**src/rtl/tsc_pkg.sv**
```systemverilog
package tsc_pkg;

    // bits that follow the start bit in a command
    localparam int CMD_BITS    = 7;
    // position (0-based, after the start bit) of the reference-mode bit
    localparam int SER_IDX     = 4;
    // a new start is accepted once at most this many result bits remain
    localparam int START_SLACK = 5;

    typedef struct packed {
        logic [2:0] addr;
        logic       low_res;
        logic       single;
        logic [1:0] pwr;
    } tsc_cmd_t;

    typedef enum logic {
        RX_IDLE,
        RX_SHIFT
    } rx_state_e;

    function automatic logic is_touch(input logic [2:0] a, input logic [7:0] mask);
        return mask[a];
    endfunction

    function automatic logic use_diff(input tsc_cmd_t c, input logic [7:0] mask);
        return !c.single && mask[c.addr];
    endfunction

endpackage

```
**src/rtl/tsc_cmd_rx.sv**
```systemverilog
module tsc_cmd_rx
    import tsc_pkg::*;
#(
    parameter logic [7:0] TOUCH_MASK = 8'b0011_1010
) (
    input  logic       clk,
    input  logic       rst,
    input  logic       din,
    input  logic       start_ok,
    output logic       fire,
    output tsc_cmd_t   cmd,
    output logic       acq_drv,
    output logic [2:0] mux_sel
);
    localparam int CNT_W = $clog2(CMD_BITS);

    rx_state_e            state;
    logic [CNT_W-1:0]     cnt;
    logic [CMD_BITS-2:0]  sh;

    // last command bit is on din during this clock
    assign fire = (state == RX_SHIFT) && (cnt == CNT_W'(CMD_BITS - 1));
    assign cmd  = tsc_cmd_t'({sh, din});

    always_ff @(posedge clk) begin
        if (rst) begin
            state   <= RX_IDLE;
            cnt     <= '0;
            sh      <= '0;
            acq_drv <= 1'b0;
            mux_sel <= '0;
        end else begin
            case (state)
                RX_IDLE: begin
                    if (din && start_ok) begin
                        state <= RX_SHIFT;
                        cnt   <= '0;
                    end
                end
                RX_SHIFT: begin
                    sh  <= {sh[CMD_BITS-3:0], din};
                    cnt <= cnt + 1'b1;
                    if (cnt == CNT_W'(SER_IDX)) begin
                        // address sits above the resolution bit already shifted in
                        acq_drv <= is_touch(sh[3:1], TOUCH_MASK);
                        mux_sel <= sh[3:1];
                    end
                    if (fire) begin
                        state   <= RX_IDLE;
                        acq_drv <= 1'b0;
                    end
                end
                default: state <= RX_IDLE;
            endcase
        end
    end

    // a start bit is not taken while the previous result still has too many bits left
    p_start_gate_r5: assert property (@(posedge clk) disable iff (rst)
        (state == RX_IDLE && !start_ok) |=> (state == RX_IDLE));

    // acquisition drive ends when the command completes
    p_acq_end_r6: assert property (@(posedge clk) disable iff (rst)
        fire |=> !acq_drv);

endmodule

```
**src/rtl/tsc_result_tx.sv**
```systemverilog
module tsc_result_tx
    import tsc_pkg::*;
#(
    parameter int RES     = 12,
    parameter int LOW_RES = 8
) (
    input  logic           clk,
    input  logic           rst,
    input  logic           load,
    input  logic           low_res,
    input  logic           hold_drv,
    input  logic [RES-1:0] sample,
    output logic           dout,
    output logic           busy,
    output logic           conv_drv,
    output logic           converting,
    output logic           start_ok
);
    localparam int CW = $clog2(RES + 1);

    logic [RES-1:0] sh;
    logic [CW-1:0]  left;
    logic           nbit;

    always_ff @(posedge clk) begin
        if (rst) begin
            sh       <= '0;
            left     <= '0;
            nbit     <= 1'b0;
            busy     <= 1'b0;
            conv_drv <= 1'b0;
        end else begin
            busy <= load;
            if (load) begin
                sh       <= sample;
                left     <= low_res ? CW'(LOW_RES) : CW'(RES);
                conv_drv <= hold_drv;
                nbit     <= 1'b0;
            end else if (left != '0) begin
                nbit <= sh[RES-1];
                sh   <= {sh[RES-2:0], 1'b0};
                left <= left - 1'b1;
            end else begin
                nbit     <= 1'b0;
                conv_drv <= 1'b0;
            end
        end
    end

    // output changes on the falling edge
    always_ff @(negedge clk) begin
        if (rst) dout <= 1'b0;
        else     dout <= nbit;
    end

    assign converting = busy || (left != '0);
    assign start_ok   = (left <= CW'(START_SLACK));

    // busy never lasts two clocks
    p_busy_pulse_r2: assert property (@(posedge clk) disable iff (rst)
        busy |=> !busy);

    // a new load only lands after the previous result is fully out
    p_load_idle_r5: assert property (@(posedge clk) disable iff (rst)
        load |-> (left == '0 && !busy));

    // bit count never exceeds the full resolution
    p_left_bound_r3: assert property (@(posedge clk) disable iff (rst)
        left <= CW'(RES));

endmodule

```
**src/rtl/tsc_power_ctl.sv**
```systemverilog
module tsc_power_ctl (
    input  logic       clk,
    input  logic       rst,
    input  logic       load,
    input  logic [1:0] pwr,
    input  logic       converting,
    output logic       ref_on,
    output logic       adc_on,
    output logic       pen_irq_en
);
    logic [1:0] pwr_q;

    always_ff @(posedge clk) begin
        if (rst)       pwr_q <= 2'b00;
        else if (load) pwr_q <= pwr;
    end

    assign ref_on     = pwr_q[1];
    assign pen_irq_en = ~pwr_q[0];
    assign adc_on     = pwr_q[0] | converting;

    // converter is powered whenever a conversion runs
    p_adc_live_r9: assert property (@(posedge clk) disable iff (rst)
        converting |-> adc_on);

endmodule

```
**src/rtl/tsc_serial_if.sv**
```systemverilog
module tsc_serial_if
    import tsc_pkg::*;
#(
    parameter int         RES        = 12,
    parameter int         LOW_RES    = 8,
    parameter logic [7:0] TOUCH_MASK = 8'b0011_1010
) (
    input  logic           clk,
    input  logic           rst,
    input  logic           din,
    input  logic [RES-1:0] sample_in,
    output logic           dout,
    output logic           busy,
    output logic           drv_en,
    output logic [2:0]     mux_sel,
    output logic           ref_on,
    output logic           adc_on,
    output logic           pen_irq_en
);
    logic     fire;
    tsc_cmd_t cmd;
    logic     acq_drv;
    logic     start_ok;
    logic     conv_drv;
    logic     converting;

    tsc_cmd_rx #(.TOUCH_MASK(TOUCH_MASK)) u_rx (
        .clk     (clk),
        .rst     (rst),
        .din     (din),
        .start_ok(start_ok),
        .fire    (fire),
        .cmd     (cmd),
        .acq_drv (acq_drv),
        .mux_sel (mux_sel)
    );

    tsc_result_tx #(.RES(RES), .LOW_RES(LOW_RES)) u_tx (
        .clk       (clk),
        .rst       (rst),
        .load      (fire),
        .low_res   (cmd.low_res),
        .hold_drv  (use_diff(cmd, TOUCH_MASK)),
        .sample    (sample_in),
        .dout      (dout),
        .busy      (busy),
        .conv_drv  (conv_drv),
        .converting(converting),
        .start_ok  (start_ok)
    );

    tsc_power_ctl u_pwr (
        .clk       (clk),
        .rst       (rst),
        .load      (fire),
        .pwr       (cmd.pwr),
        .converting(converting),
        .ref_on    (ref_on),
        .adc_on    (adc_on),
        .pen_irq_en(pen_irq_en)
    );

    assign drv_en = acq_drv | conv_drv;

    // power outputs move only together with the rise of busy
    p_pwr_at_busy_r8: assert property (@(posedge clk) disable iff (rst)
        !$stable({ref_on, pen_irq_en}) |-> $rose(busy));

    // a single-ended or non-touch command releases the drivers at hold
    p_drv_release_r6: assert property (@(posedge clk) disable iff (rst)
        (fire && !use_diff(cmd, TOUCH_MASK)) |=> !drv_en);

    // line stays low once no conversion has run for a full clock
    p_tail_low_r4: assert property (@(posedge clk) disable iff (rst)
        (!converting && !$past(converting)) |-> !dout);

endmodule

```
**config.mk**
```make
export PLATFORM = sky130hd
export DESIGN_NAME = tsc_serial_if
export DESIGN_NICKNAME = d
export VERILOG_FILES = /design/src/rtl/tsc_pkg.sv /design/src/rtl/tsc_cmd_rx.sv /design/src/rtl/tsc_result_tx.sv /design/src/rtl/tsc_power_ctl.sv /design/src/rtl/tsc_serial_if.sv
export SDC_FILE = /design/constraint.sdc
export NUM_CORES = 1
export LEC_CHECK = 0
export ABC_AREA = 1
export BUFFER_PORTS_ARGS = -buffer_cell sky130_fd_sc_hd__buf_2
export CORE_ASPECT_RATIO = 0.5
export CORE_MARGIN = 1.5
export CORE_UTILIZATION = 46
export DETAILED_ROUTE_END_ITERATION = 12
export PLACE_DENSITY = 0.71
export SLEW_MARGIN = 40
export SYNTH_ARGS = -nofsm -noshare
export SYNTH_HDL_FRONTEND = slang
export SYNTH_SLANG_ARGS = --single-unit
```
**constraint.sdc**
```tcl
create_clock -name clk -period 1.7 [get_ports clk]
set_clock_uncertainty 0.15 [all_clocks]
set_input_delay 0.34 -clock clk [delete_from_list [all_inputs] [get_ports clk]]
set_output_delay 0.34 -clock clk [all_outputs]
set_load 0.02 [all_outputs]
```
==> results.ini <==
[yosys]
yosysTopAreaCellShare_pct = 45.31
synth_cell_type_count = 23
synth_top_area_cell = dfxtp_1
synth_compound_area_share_pct = 12.22
yosys.area_share.xor_xnor_pct = 0.5216
ys_warn_count = 0
synth_nets = 243
yosys_most_used_dff = dfxtp_1
ys_ff_latch = 38
syn_inst = 222
synth_area_um2 = 1679
synthTopCellsByArea = dfxtp_1 45%, nand2_1 13%, inv_1 5.1%
synth_edf_count = 0
synth-simple-area-share_pct = 28.32
ys_async_sr_fraction_pct = 0
synth_top_family_by_area = simple AND/OR/NAND/NOR gates
avgSynthCellArea_um2 = 7.564
synth-adder-area-share_pct = 4.471
ys_seq_area_share_pct = 45.31
synth.cells.most_frequent = 56 x nand2_1, 38 x dfxtp_1, 23 x inv_1, 17 x a21oi_1, 17 x nor2_1
synth_most_common_cell = nand2_1
synth.area.mux_share_pct = 0

[clock_tree]
cts_buffers = 5
clkSinkCount = 38
insertion_delay_ns = 0.29
h-tree-depth = 2
cts-root-buf = clkbuf_8
clockBufferDepth = 2
cts_tree = built
clkTransAtPathRegs_ns = 0.07

[pwr]
power.leakage_nw = 0.9474
ir_drop_v = 0.0004436
finalPower_mw = 2.675
powerDensity_nw_per_um2 = 1276

[sta]
hold_viol = 0
slew_headroom_pct = 80.17
drv_slew = 0
rsz0062_at_grt = true
worst_pin_slew_ns = 0.2971
setup_viol = 1
worst_slack_ns = -0.4034
setup_tns_ns = -0.4034

[grt]
gr-total-overflow = 0
grt_pass1_vias = 1351
grt_max_degree = 13
grt_usage_pct = 20.83
grt_pass1_wl_um = 6196
grt_antenna_before_repair = 0

[final_layout]
ff_latch_area_um2 = 764.5
nets = 284
fin_area_um2 = 2096
area_delta_synth_final_pct = 24.81
fillers = 337
antenna_cells = 0
post-route-util_pct = 60.36
multi_input_area_um2 = 792.0
layout-drive-gt1-share_pct = 26.52

[floorplanning]
io-pin-count = 24
start_util_pct = 48.36
core_area_um2 = 3472
num_rows = 15
dieArea_um2 = 4043
fp.dieH_um = 45.72
die_w_um = 88.44

[detailed_routing]
viasPerCell = 4.898
wire_per_inst_um = 12.20
drt-total-wl_um = 3844
met1_length_um = 1913
met3_wirelength_um = 174
ant_nets = 0
drc_errors = 0
drtPass1Iterations = 6
drt-initial-drc-count = 61
dr.max_layer_used = met4
met2WireLength_um = 1705
vias = 1543

[placement]
placedInstanceArea_um2 = 1874
io_buffers = 23
place_hpwl_um = 2720
gp_congestion = 0.7857

[worst_setup_path]
crit_chain = buf_6
slowest_delay_ns = 0.30
crit_type = reg2out
cp-start-kind = register
cp.depth = 1
endpoint_kind = primary output
r2r_end = u_tx.sh[9]
r2r_slack_ns = 0.09
cpMaxStageDelayCell = dfxtp_2
critPathArrivalTime_ns = 1.61
critPathTopFamily = flip-flops
crit_buf_inv = 1
timing.rr.start = u_tx.left[0]
cp_max_fo = 1
crit_required_ns = 1.21
r2r_cells = 8

[outcome]
outcome = finished, violations left
violations = negative setup slack

[job]
drv_cap = 0

[worst_hold_path]
hp-class = in2reg
min_to = u_tx.sh[6]
min_from = sample_in[6]
holdPathStages = 3

-- logic make-up (layout without fill, tap and decap cells) --
family                   count (synthesis)  count (layout)
AND/OR/NAND/NOR                        104             104
AO/OA/AOI/OAI                           39              39
flip-flops                              38              38
buffers and inverters                   34              76
adder cells (fa/ha/maj)                  6               6
XOR/XNOR                                 1               1
-- area by class of cell --
class / count / share of cell area (%)
inverter: 26 / 4.657
sequential: 38 / 36.48
timing repair buffer: 41 / 12.54
clock buffer: 8 / 5.313
multi-input combinational: 150 / 37.79
tap: 51 / 3.045
clock inverter: 1 / 0.1791
-- metrics by stage --
stage	setup slack [ns]	cells	hold WS [ns]
after floorplan	0.008967	222	0.2691
after global placement	-0.07442	298	0.2772
after detailed placement	-0.07511	298	0.2846
after CTS	-0.4172	312	0.09090
after global routing	-0.4460	315	0.09049
final	-0.4034	315	0.09759
-- worst max path at each step --
stage | end | slack (ns) | start
finish | dout | -0.40 | u_tx.dout
global route | dout | -0.45 | u_tx.dout
CTS | dout | -0.42 | u_tx.dout
detailed placement | dout | -0.08 | u_tx.dout
global placement | dout | -0.07 | u_tx.dout
floorplan | dout | 0.009 | u_tx.dout
-- timing repair --
action / CTS / global route
resized for setup: 11 / 3
buffers inserted: 6 / 3
pin swaps: 3 / 3
setup endpoints to repair: 2 / 4
hold buffers: 0 / 0
cloned: 0 / 0
-- sequential cells by signal, indices dropped and copies added, names as in the netlist, named ones only --
register       cells
u_tx.conv_drv      1
u_tx.dout          1
u_tx.sh           12
u_tx.nbit          1
u_pwr.pwr_q        2
u_rx.mux_sel       3
u_rx.cnt           3
u_tx.left          4
u_rx.state         1
u_tx.busy          1
u_rx.sh            6
u_rx.acq_drv       1
-- placed cells by master, fill, tap and decap left out --
master | Yosys | layout
o21ai_0 | 6 | 6
o21ai_1 | 12 | 12
nand3b_1 | 1 | 1
nor2_4 | 2 | 3
a21oi_1 | 17 | 17
o22ai_1 | 2 | 2
nand2_1 | 56 | 54
nand4_1 | 7 | 7
nand2_2 | 3 | 4
nand3_4 | 1 | 1
buf_6 | 2 | 2
buf_2 | 3 | 21
xnor2_1 | 1 | 1
a21oi_2 | 2 | 2
ha_1 | 6 | 5
inv_1 | 23 | 21
nand3_2 | 1 | 1
inv_2 | 4 | 6
nand3_1 | 15 | 15
clkbuf_1 | 0 | 1
dfxtp_2 | 0 | 3
buf_4 | 2 | 18
clkbuf_8 | 0 | 6
nor2_1 | 17 | 17
nand2_4 | 0 | 1
dfxtp_1 | 38 | 35
clkbuf_16 | 0 | 1
ha_4 | 0 | 1
-- layer usage --
metal / vias up / global-route usage, %
li1: 795 / -
met3: 6 / 5.072
met1: 706 / 28.32
met4: 0 / 7.500
met2: 36 / 32.82
met5: - / 0
-- where the power goes --
part           internal [mW]  switching [mW]  leakage (nW)
registers              0.974          0.0729         0.310
clock network          0.422           0.316        0.0620
logic                  0.376           0.513         0.575
total                   1.77           0.902         0.947
(Power assumes the default switching activity.)
